## src/rtl/i2c_cond_pkg.sv

```systemverilog
package i2c_cond_pkg;

  typedef enum logic [1:0] {
    CMD_NONE    = 2'd0,
    CMD_START   = 2'd1,
    CMD_RESTART = 2'd2,
    CMD_STOP    = 2'd3
  } cond_cmd_e;

  typedef enum logic [1:0] {
    PH_IDLE  = 2'd0,
    PH_PREP  = 2'd1,
    PH_SETUP = 2'd2,
    PH_HOLD  = 2'd3
  } cond_phase_e;

  // Line pull-low enables: 1 pulls the line low, 0 releases it.
  typedef struct packed {
    logic scl;
    logic sda;
  } drive_t;

  // Clocks in one setup or hold phase (the block clock runs at twice the system rate).
  function automatic int half_ticks(int count);
    return count + 1;
  endfunction

  // Clocks that SCL stays released around a condition.
  function automatic int release_ticks(int count);
    return 2 * half_ticks(count);
  endfunction

  function automatic cond_phase_e first_phase(cond_cmd_e c);
    return (c == CMD_START) ? PH_SETUP : PH_PREP;
  endfunction

  function automatic cond_phase_e next_phase(cond_phase_e p);
    case (p)
      PH_PREP:  return PH_SETUP;
      PH_SETUP: return PH_HOLD;
      default:  return PH_IDLE;
    endcase
  endfunction

  // Drive pattern held during a phase; PH_IDLE gives the level left after the sequence.
  function automatic drive_t phase_drive(cond_cmd_e c, cond_phase_e p);
    drive_t d;
    d = '{scl: 1'b0, sda: 1'b0};
    case (c)
      CMD_STOP: begin
        case (p)
          PH_PREP:  d = '{scl: 1'b1, sda: 1'b1};
          PH_SETUP: d = '{scl: 1'b0, sda: 1'b1};
          default:  d = '{scl: 1'b0, sda: 1'b0};
        endcase
      end
      CMD_START, CMD_RESTART: begin
        case (p)
          PH_PREP:  d = '{scl: 1'b1, sda: 1'b0};
          PH_SETUP: d = '{scl: 1'b0, sda: 1'b0};
          PH_HOLD:  d = '{scl: 1'b0, sda: 1'b1};
          default:  d = '{scl: 1'b1, sda: 1'b1};
        endcase
      end
      default: d = '{scl: 1'b0, sda: 1'b0};
    endcase
    return d;
  endfunction

endpackage

```

## src/rtl/i2c_cond_cfg.sv

```systemverilog
module i2c_cond_cfg #(
  parameter int CNT_W     = 5,
  parameter int REG_W     = 8,
  parameter int RESET_CNT = 4
) (
  input  logic             clk,
  input  logic             rst_n,
  input  logic             we,
  input  logic [REG_W-1:0] wdata,
  output logic [CNT_W-1:0] count,
  output logic             edge_pol,
  output logic             line_sel,
  output logic [REG_W-1:0] rdata,
  output logic             odd_err
);

  localparam int POL_BIT = CNT_W;
  localparam int SEL_BIT = CNT_W + 1;

  logic odd_write;
  assign odd_write = we && wdata[0];

  always_ff @(posedge clk or negedge rst_n) begin
    if (!rst_n) begin
      count    <= CNT_W'(RESET_CNT);
      edge_pol <= 1'b0;
      line_sel <= 1'b0;
      odd_err  <= 1'b0;
    end else begin
      odd_err <= odd_write;
      if (we) begin
        edge_pol <= wdata[POL_BIT];
        line_sel <= wdata[SEL_BIT];
        if (!wdata[0]) begin
          count <= wdata[CNT_W-1:0];
        end
      end
    end
  end

  // Reserved bits above the select bit are never stored.
  always_comb begin
    rdata              = '0;
    rdata[CNT_W-1:0]   = count;
    rdata[POL_BIT]     = edge_pol;
    rdata[SEL_BIT]     = line_sel;
  end

  // a rejected odd write keeps the timing count
  assert_odd_keeps_count_R3: assert property (@(posedge clk) disable iff (!rst_n)
    odd_write |=> (count == $past(count)));

endmodule

```

## src/rtl/i2c_cond_seq.sv

```systemverilog
module i2c_cond_seq
  import i2c_cond_pkg::*;
#(
  parameter int CNT_W = 5
) (
  input  logic             clk,
  input  logic             rst_n,
  input  logic             cmd_start,
  input  logic             cmd_restart,
  input  logic             cmd_stop,
  input  logic [CNT_W-1:0] count,
  output logic             scl_oe,
  output logic             sda_oe,
  output logic             busy,
  output logic             done
);

  cond_cmd_e   req;
  cond_cmd_e   cmd_q;
  cond_phase_e phase;
  drive_t      drv_q;
  logic [CNT_W-1:0] timer;
  logic [CNT_W-1:0] cnt_lat;
  logic [CNT_W-1:0] phase_age;
  logic        accept;
  logic        phase_step;
  logic        any_strobe;

  // Priority among simultaneous strobes: STOP, then RESTART, then START.
  always_comb begin
    if (cmd_stop)         req = CMD_STOP;
    else if (cmd_restart) req = CMD_RESTART;
    else if (cmd_start)   req = CMD_START;
    else                  req = CMD_NONE;
  end

  assign any_strobe = cmd_start || cmd_restart || cmd_stop;
  assign accept     = (phase == PH_IDLE) && (req != CMD_NONE);
  assign phase_step = (phase != PH_IDLE) && (timer == '0);

  always_ff @(posedge clk or negedge rst_n) begin
    if (!rst_n) begin
      cmd_q   <= CMD_NONE;
      phase   <= PH_IDLE;
      drv_q   <= '{scl: 1'b0, sda: 1'b0};
      timer   <= '0;
      cnt_lat <= '0;
      done    <= 1'b0;
    end else begin
      done <= 1'b0;
      if (accept) begin
        cmd_q   <= req;
        cnt_lat <= count;
        phase   <= first_phase(req);
        timer   <= CNT_W'(half_ticks(int'(count)) - 1);
        drv_q   <= phase_drive(req, first_phase(req));
      end else if (phase_step) begin
        phase <= next_phase(phase);
        timer <= CNT_W'(half_ticks(int'(cnt_lat)) - 1);
        drv_q <= phase_drive(cmd_q, next_phase(phase));
        if (phase == PH_HOLD) begin
          done <= 1'b1;
        end
      end else if (phase != PH_IDLE) begin
        timer <= timer - 1'b1;
      end
    end
  end

  // Independent phase-length counter kept for the timing assertion.
  always_ff @(posedge clk or negedge rst_n) begin
    if (!rst_n) begin
      phase_age <= '0;
    end else if (accept || phase_step) begin
      phase_age <= '0;
    end else if (phase != PH_IDLE) begin
      phase_age <= phase_age + 1'b1;
    end
  end

  assign scl_oe = drv_q.scl;
  assign sda_oe = drv_q.sda;
  assign busy   = (phase != PH_IDLE);

  // each phase spans count+1 clocks
  assert_phase_len_R5: assert property (@(posedge clk) disable iff (!rst_n)
    phase_step |-> (int'(phase_age) + 1 == half_ticks(int'(cnt_lat))));

  // strobes during a sequence do not change the running command
  assert_busy_ignores_R10: assert property (@(posedge clk) disable iff (!rst_n)
    (busy && any_strobe) |=> (cmd_q == $past(cmd_q)));

  // done marks the fall of busy
  assert_done_at_end_R9: assert property (@(posedge clk) disable iff (!rst_n)
    $fell(busy) |-> done);

  assert_done_idle_R9: assert property (@(posedge clk) disable iff (!rst_n)
    done |-> !busy);

  // during START, SDA is pulled low only while SCL is released
  assert_start_sda_first_R6: assert property (@(posedge clk) disable iff (!rst_n)
    ((cmd_q == CMD_START) && $rose(sda_oe)) |-> !scl_oe);

endmodule

```

## src/rtl/i2c_line_edge.sv

```systemverilog
module i2c_line_edge #(
  parameter int SYNC_STAGES = 2,
  parameter int N_LINES     = 2
) (
  input  logic clk,
  input  logic rst_n,
  input  logic scl_in,
  input  logic sda_in,
  input  logic edge_pol,
  input  logic line_sel,
  output logic irq
);

  logic [N_LINES-1:0] raw;
  logic [N_LINES-1:0] rise;
  logic [N_LINES-1:0] fall;

  // Index 0 is SDA, index 1 is SCL, matching the select bit.
  assign raw = {scl_in, sda_in};

  for (genvar i = 0; i < N_LINES; i++) begin : g_line
    logic [SYNC_STAGES-1:0] sync_q;
    logic                   prev_q;

    always_ff @(posedge clk or negedge rst_n) begin
      if (!rst_n) begin
        sync_q <= '1;
        prev_q <= 1'b1;
      end else begin
        sync_q <= {sync_q[SYNC_STAGES-2:0], raw[i]};
        prev_q <= sync_q[SYNC_STAGES-1];
      end
    end

    assign rise[i] = sync_q[SYNC_STAGES-1] && !prev_q;
    assign fall[i] = !sync_q[SYNC_STAGES-1] && prev_q;
  end

  assign irq = edge_pol ? rise[line_sel] : fall[line_sel];

  // the interrupt is a single-cycle pulse while configuration is steady
  assert_irq_pulse_R12: assert property (@(posedge clk) disable iff (!rst_n)
    irq |=> (!irq || !$stable(line_sel) || !$stable(edge_pol)));

endmodule

```

## src/rtl/i2c_cond_gen.sv

```systemverilog
module i2c_cond_gen
  import i2c_cond_pkg::*;
#(
  parameter int CNT_W       = 5,
  parameter int REG_W       = 8,
  parameter int RESET_CNT   = 4,
  parameter int SYNC_STAGES = 2
) (
  input  logic             clk,
  input  logic             rst_n,
  input  logic             cfg_we,
  input  logic [REG_W-1:0] cfg_wdata,
  output logic [REG_W-1:0] cfg_rdata,
  output logic             cfg_odd_err,
  input  logic             cmd_start,
  input  logic             cmd_restart,
  input  logic             cmd_stop,
  input  logic             scl_in,
  input  logic             sda_in,
  output logic             scl_oe,
  output logic             sda_oe,
  output logic             busy,
  output logic             done,
  output logic             line_irq
);

  logic [CNT_W-1:0] count;
  logic             edge_pol;
  logic             line_sel;

  i2c_cond_cfg #(
    .CNT_W     (CNT_W),
    .REG_W     (REG_W),
    .RESET_CNT (RESET_CNT)
  ) u_cfg (
    .clk      (clk),
    .rst_n    (rst_n),
    .we       (cfg_we),
    .wdata    (cfg_wdata),
    .count    (count),
    .edge_pol (edge_pol),
    .line_sel (line_sel),
    .rdata    (cfg_rdata),
    .odd_err  (cfg_odd_err)
  );

  i2c_cond_seq #(
    .CNT_W (CNT_W)
  ) u_seq (
    .clk         (clk),
    .rst_n       (rst_n),
    .cmd_start   (cmd_start),
    .cmd_restart (cmd_restart),
    .cmd_stop    (cmd_stop),
    .count       (count),
    .scl_oe      (scl_oe),
    .sda_oe      (sda_oe),
    .busy        (busy),
    .done        (done)
  );

  i2c_line_edge #(
    .SYNC_STAGES (SYNC_STAGES),
    .N_LINES     (2)
  ) u_edge (
    .clk      (clk),
    .rst_n    (rst_n),
    .scl_in   (scl_in),
    .sda_in   (sda_in),
    .edge_pol (edge_pol),
    .line_sel (line_sel),
    .irq      (line_irq)
  );

endmodule

```

## config.mk

```make
export PLATFORM = sky130hd
export DESIGN_NAME = i2c_cond_gen
export DESIGN_NICKNAME = d
export VERILOG_FILES = /design/src/rtl/i2c_cond_pkg.sv /design/src/rtl/i2c_cond_cfg.sv /design/src/rtl/i2c_cond_seq.sv /design/src/rtl/i2c_line_edge.sv /design/src/rtl/i2c_cond_gen.sv
export SDC_FILE = /design/constraint.sdc
export NUM_CORES = 1
export LEC_CHECK = 0
export BUFFER_PORTS_ARGS = -buffer_cell sky130_fd_sc_hd__buf_2
export CORE_AREA = 2 2 46 65
export DETAILED_ROUTE_END_ITERATION = 8
export DIE_AREA = 0 0 48 67
export MAX_ROUTING_LAYER = met4
export PLACE_DENSITY = 0.83
export RECOVER_POWER = 100
export SKIP_CTS_REPAIR_TIMING = 1
export SYNTH_ARGS = -nofsm -noshare
export SYNTH_HDL_FRONTEND = slang
export SYNTH_SLANG_ARGS = --single-unit
export TNS_END_PERCENT = 5
```

## constraint.sdc

```tcl
create_clock -name clk -period 4.5 [get_ports clk]
set_input_delay 0.45 -clock clk [delete_from_list [all_inputs] [get_ports clk]]
set_output_delay 0.45 -clock clk [all_outputs]
set_load 0.01 [all_outputs]
```

==> results of run 1 <==
[state kept, by name (all words and copies together), names as in the netlist]
| name | flops |
|---|---|
| u_seq.timer | 5 |
| u_cfg.count | 4 |
| u_edge.g_line.sync_q | 4 |
| u_seq.cnt_lat | 4 |
| u_edge.g_line.prev_q | 2 |
| u_seq.cmd_q | 2 |
| u_seq.phase | 2 |
| u_cfg.edge_pol | 1 |
| u_cfg.line_sel | 1 |
| u_cfg.odd_err | 1 |
| u_seq.done | 1 |
| u_seq.scl_oe | 1 |
| u_seq.sda_oe | 1 |
[per-stage QoR]
stage / hold WS [ns] / setup WS (ns) / cells / power (uW)
5_1_grt: 0.189 / 1.69 / 191 / 1000
3_5_place_dp: 0.353 / 2.23 / 183 / 773
4_1_cts: 0.136 / 1.84 / 191 / 937
2_1_floorplan: 0.154 / 2.65 / 130 / 663
6_report: 0.216 / 1.87 / 191 / 921
3_3_place_gp: 0.349 / 2.35 / 183 / 739
[how the worst min path moves through the flow]
stage                     slack, ns                            startpoint                              endpoint
after floorplan                0.15                                 rst_n            u_cfg.count[1]$_DFFE_PN0P_
after global placement         0.35  u_edge.g_line[0].sync_q[0]$_DFF_PN1_  u_edge.g_line[0].sync_q[1]$_DFF_PN1_
after detailed placement       0.35  u_edge.g_line[1].sync_q[0]$_DFF_PN1_  u_edge.g_line[1].sync_q[1]$_DFF_PN1_
after CTS                      0.14                                 rst_n                  u_seq.done$_DFF_PN0_
after global routing           0.19                                scl_in  u_edge.g_line[1].sync_q[0]$_DFF_PN1_
final                          0.22                                scl_in  u_edge.g_line[1].sync_q[0]$_DFF_PN1_
[power by group]
part | leakage [uW] | total, uW | internal, uW | switching, uW
clock network | 0.0000326 | 160 | 76.9 | 83.4
registers | 0.000334 | 406 | 339 | 67.5
logic | 0.000370 | 354 | 160 | 194
[layout by cell type, fill, tap and decap left out, drive strengths merged, types with 3 or more instances in the layout]
cell type  synthesis  layout
clkbuf             5      21
nand3              3       3
mux2               7       7
a21oi              6       6
mux2i              4       4
nor3b              3       3
buf                5      14
nor2               6       6
a21o               3       3
o21ai              4       4
nor3               4       4
ha                 7       7
and3               4       4
inv                9       9
dfrtp             22      22
dfstp              7       7
nand2              4       4
[routing by layer]
layer | vias up | track usage [%]
li1 | 511 | -
met1 | 555 | 22.8
met2 | 23 | 37.5
met3 | 7 | 7.59
met4 | 0 | 10.1
met5 | - | -
[cell type report]
class                      count  area share [%]
sequential                    29            45.9
multi-input combinational     82            37.9
timing repair buffer          27            7.59
clock buffer                   8            3.68
tap                           36            2.82
inverter                       9            2.11
[cell families (layout without fill, tap and decap cells)]
logic type	count (synthesis)	in the layout
muxes	11	11
other	1	2
and+or+nand+nor	34	34
AOI/OAI and AO/OA	28	28
adders and majority gates	7	7
buffers and inverters	19	44
DFF	29	29
[worst reg2reg max path, stage by stage (launching register included)]
cell and delay (ns):
dfrtp_1 0.43, inv_1 0.12, ha_1 0.69, inv_1 0.39, and3_1 0.25, a211o_1 0.26
==> metrics.txt, run 1 <==
Crit. Startpoint=u_seq.phase[1]$_DFFE_PN0P_; average vias per placed instance=5.74; final hold violations=0; Synth Area in Compound Gates=13.9%; metal2 WL=1.63 mm; hold depth=1; most common cell in the netlist=dfrtp_1; Buf+Inv Stages, Crit Path=3; final WL=2.87 mm; largest area contributor in the netlist=dfrtp_1; area of the multi-input gates=606 um2; Tightest Pin Transition=1.46 ns; die width=48 um; GRT Util Overall=22.5%; Post-synth EDFFs=0; Syn-to-layout area delta=12.3%; Crit path depth=4; synth unique cells=42; Num CTS Buffers=5; GP Congestion=0.766; Worst Path Required=4.05 ns; Final Critical Period=2.63 ns; register-to-register setup slack=2.23 ns; htree depth=2; Fin Setup TNS=0 ns; vias in the first global route=1109; Post-synth ARST share=100%; cell family with most CP delay=buffers and inverters; Slew HR=2.88%; # fillers=218; critical path arrival=2.18 ns; CTS tree=built; worst vdd ir=0.000354 V; Pleak=0.000736 uW; M1 wire length=1.07 mm; cells after synthesis=129; drt wl/cell=15.0 um; share of cells above drive strength 1=21.9%; RSZ-0062 raised after global routing=no; clk root buf=clkbuf_4; P per Cell Area=576 nW/um2; final setup vio count=0; sequential cell area=734 um2; Primary FF master, synth=dfrtp_1; Yosys top cell area share=38.7%; DRC violations left=0; Post-Syn Area=1420 um2; Post-DP HPWL=2.14 mm; top cells by count, synth=22 x dfrtp_1, 9 x inv_1, 7 x dfstp_2, 7 x ha_1, 7 x mux2_2; I/O pins=30; utilization after layout=61.1%; Longest Clk Path Bufs=2; XOR/XNOR Fraction of Synth Area=0%; CP max stage cell=ha_1; initial antenna violation count=0; Sink Count=29; Period Utilization, post-route=58.4%; Clock Pin Slew Worst Setup and Hold Paths=0.09 ns; routed wl met3=114 um; fin area=1600 um2; Critical R2R Capture=u_seq.timer[4]$_DFFE_PN0P_; multiplexer area fraction after synthesis=8.35%; worst path cell trace=inv_1 -> ha_1 -> inv_1 -> clkbuf_1; core box area=2620 um2; R2R Path Start=u_seq.phase[1]$_DFFE_PN0P_; CP Max Fanout=23; drt pass-1 iters=5; simple-gate share of the synthesized area=13.6%; Top Layer Used=met4; First DRT Iteration DRCs=32; Reg2Reg Depth=5; Mean Syn Cell Area=11.0 um2; Inserted Diodes=0; YS warnings=0; DR vias=1096; initial core utilization=54.4%; Die Y=67 um; Synth Area in Adders=6.15%; post-synthesis register bit count=29; critical path endpoint=busy; area post-placement=1560 um2; fin. max-slew vios=0; Nets=177; ANT nets after route=0; Hold WC Path Type=in -> reg; Row Count=22; largest net degree at the start of global routing=30; CP Launch Type=flip-flop; gr ovfl total=0; sequential cell area fraction in the yosys report=51.6%; Critical Path End Type=output pin; Clk Latency, worst-skew pair=0.33 ns; largest family of logic cells by synthesized area=compound AO/OA/AOI/OAI gates; CP dominant cell by count=inv_1; clk_skew=0.0109 ns; Largest stage delay, worst path=0.69 ns; synth top area cells=dfrtp_1 39%, dfstp_2 13%, ha_1 6.2%, mux2_2 5.5%, mux2i_1 2.8%; outcome=completed; first-pass GRT wire length=4.82 mm; critical path class=reg -> out; Buffers on Ports=26; die area=3220 um2; fmax=381 MHz; max-cap viol count=0
Power figures use the tool's default switching activity.
==> run 2, diff against run 1 <==
--- a/config.mk
+++ b/config.mk
@@ -5,12 +5,13 @@
 export SDC_FILE = /design/constraint.sdc
 export NUM_CORES = 1
 export LEC_CHECK = 0
+export ABC_AREA = 1
 export BUFFER_PORTS_ARGS = -buffer_cell sky130_fd_sc_hd__buf_2
-export CORE_AREA = 2 2 46 65
+export CORE_AREA = 2 2 47 67
 export DETAILED_ROUTE_END_ITERATION = 8
-export DIE_AREA = 0 0 48 67
+export DIE_AREA = 0 0 49 69
 export MAX_ROUTING_LAYER = met4
-export PLACE_DENSITY = 0.83
+export PLACE_DENSITY = 0.79
 export RECOVER_POWER = 100
 export SKIP_CTS_REPAIR_TIMING = 1
 export SYNTH_ARGS = -nofsm -noshare
==> constraint.sdc (replaced) <==
create_clock -name clk -period 2.7 [get_ports clk]
set_input_delay 0.27 -clock clk [delete_from_list [all_inputs] [get_ports clk]]
set_output_delay 0.27 -clock clk [all_outputs]
set_load 0.01 [all_outputs]
==> metrics.txt, run 2 <==
worst vdd ir=0.000668 V (+88%); die width=49 um (+2.1%); Worst Path Required=2.90 ns (-1.15 ns); Slew HR=2.09% (-0.80 points); post-synthesis register bit count=29 (unchanged); sequential cell area=734 um2 (unchanged); vias in the first global route=1123 (+1.3%); CP Max Fanout=9 (-61%); Post-synth ARST share=100% (unchanged); Num CTS Buffers=5 (unchanged); Final Critical Period=1.85 ns; average vias per placed instance=4.84 (-16%); core box area=2790 um2 (+6.7%); YS warnings=0 (unchanged); gr ovfl total=0 (unchanged); GP Congestion=0.809 (+5.7%); max reg flops=5 (unchanged); Mean Syn Cell Area=9.21 um2 (-17%); RSZ-0062 raised after global routing=no; largest area contributor in the netlist=dfrtp_1; Sink Count=29 (unchanged); synth unique cells=28 (-33%); drt pass-1 iters=4 (-1); commonest non-fill, non-tap cell in the layout=nand2_1; first-pass GRT wire length=4.48 mm (-7.0%); sequential cell area fraction in the yosys report=51.8% (+0.18 points); outcome=completed; ANT nets after route=0 (unchanged); Row Count=23 (+4.5%); internal power=1010 uW (+75%); final WL=2.58 mm (-10%); Sw Share=40.0% (+2.5 points); Tightest Pin Transition=1.47 ns (+0.0119 ns); Reg with most FFs=u_seq.timer; max-cap viol count=0 (unchanged); Pleak=0.000806 uW (+9.4%); GRT Util Overall=17.9% (-4.6 points); Longest Clk Path Bufs=2 (unchanged); CTS tree=built; share of cells above drive strength 1=17.8% (-4.1 points); DRC violations left=0 (unchanged); sequential power share=39.5% (-4.6 points); CP Launch Type=flip-flop; most frequent cells in the layout=37 x nand2_1, 23 x inv_1, 22 x dfrtp_1; initial core utilization=50.8% (-3.6 points); Clk network pwr share=20.3% (+2.9 points); critical path class=reg -> reg; P per Cell Area=1050 nW/um2 (+82%); Comb pwr share=40.2% (+1.8 points); synth top area cells=dfrtp_1 39%, dfstp_2 13%, nand2_1 9.3%, ha_1 6.2%, inv_1 5.8%; final hold violations=0 (unchanged); Post-DP HPWL=1.99 mm (-7.3%); final setup vio count=0 (unchanged); htree depth=2 (unchanged); area of the multi-input gates=528 um2 (-13%); Period Utilization, post-route=68.4%; Clk Latency, worst-skew pair=0.28 ns (-0.05 ns); die area=3380 um2 (+5.1%); Clock Pin Slew Worst Setup and Hold Paths=0.06 ns (-0.03 ns); most common cell in the netlist=nand2_1; fmax=541 MHz; placed instance count=214 (+17%); Post-synth EDFFs=0 (unchanged); clk root buf=clkbuf_8; Yosys top cell area share=38.8% (+0.14 points); clk_skew=0.00241 ns (-0.00850 ns); First DRT Iteration DRCs=27 (-16%); Die Y=69 um (+3.0%); initial antenna violation count=0 (unchanged); fin. max-slew vios=0 (unchanged); Fin Setup TNS=0 ns (unchanged); largest net degree at the start of global routing=30 (unchanged); top cells by count, synth=35 x nand2_1, 22 x dfrtp_1, 22 x inv_1; Syn-to-layout area delta=12.8%; Buffers on Ports=26 (unchanged); Inserted Diodes=0 (unchanged); Critical Path End Type=flip-flop; Post-Syn Area=1420 um2 (-0.35%); Nets=207 (+17%); drt wl/cell=11.6 um (-23%); Layout Cells excl Fill=222 (+16%); I/O pins=30 (unchanged); Primary FF master, synth=dfrtp_1; # fillers=270 (+24%); critical path arrival=2.05 ns (-0.13 ns); Psw=671 uW (+94%); cells after synthesis=154 (+19%); Hold WC Path Type=in -> reg; DR vias=1074 (-2.0%)
[run 2: routing by layer]
metal / wire length, um / share of wire [%] / global-route usage, % / up-vias
li1: - / - / - / 540
met1: 1010 / 39 / 16.9 / 496
met2: 1380 / 54 / 31.4 / 32
met3: 129 / 5.0 / 4.98 / 6
met4: 52 / 2.0 / 10.8 / 0
met5: 0 / 0 / - / -
[run 2: cells by family after synthesis]
kind of cell,share of synthesized area [%]
other,0.264
flip-flops,51.8
AND/OR/NAND/NOR,20.2
multiplexers,3.17
buffers and inverters,8.64
adder cells (fa/ha/maj),6.17
XOR/XNOR,0.617
AO/OA/AOI/OAI,9.17
[run 2: cell type report]
type | instances | area share (%)
clock buffer | 5 | 4.30
tap | 37 | 2.89
clock inverter | 3 | 1.09
timing repair buffer | 26 | 7.11
sequential | 29 | 45.9
inverter | 24 | 5.71
multi-input combinational | 98 | 33.0
[run 2: final timing paths]
kind                       depth (start not counted)  slack, ns                                  from                                   end
min in group asynchronous                          1       0.33                                 rst_n            u_seq.cmd_q[0]$_DFFE_PN0N_
max in group asynchronous                          1       1.51                                 rst_n          u_seq.cnt_lat[2]$_DFFE_PN0N_
min reg2reg                                        0       0.36  u_edge.g_line[0].sync_q[0]$_DFF_PN1_  u_edge.g_line[0].sync_q[1]$_DFF_PN1_
max reg2reg                                        8       0.85            u_seq.phase[0]$_DFFE_PN0P_            u_seq.timer[1]$_DFFE_PN0P_
min                                                1       0.09                                scl_in  u_edge.g_line[1].sync_q[0]$_DFF_PN1_
max                                                8       0.85            u_seq.phase[0]$_DFFE_PN0P_            u_seq.timer[1]$_DFFE_PN0P_
[run 2: per-stage QoR]
| stage | util, % | power (uW) | setup slack (ns) | area (um2) | hold slack, ns |
|---|---|---|---|---|---|
| after floorplan | - | 1220 | 1.36 | 1420 | -0.0256 |
| after global routing | 57.3 | 1830 | 0.633 | 1600 | 0.0650 |
| after CTS | 59.3 | 1770 | 1.04 | 1660 | 0.0264 |
| after detailed placement | 56.2 | 1420 | 1.19 | 1570 | 0.329 |
| final | 57.3 | 1680 | 0.852 | 1600 | 0.0873 |
| after global placement | 56.2 | 1370 | 1.22 | 1570 | 0.320 |
[run 2: power groups by stage]
stage	Combinational (uW)	Clock (uW)	Sequential [uW]
after floorplan	563	0	662
after CTS	756	352	663
after detailed placement	748	0	669
after global placement	711	0	660
final	675	341	663
after global routing	779	374	679
[run 2: worst max-delay path: stages (launching register included)]
cell and delay, ns:
dfrtp_1 0.41, inv_1 0.12, ha_1 0.25, clkinvlp_2 0.21
nand4_1 0.23, nand2_1 0.24, nand2_1 0.12, nand2_1 0.06
a21oi_1 0.13
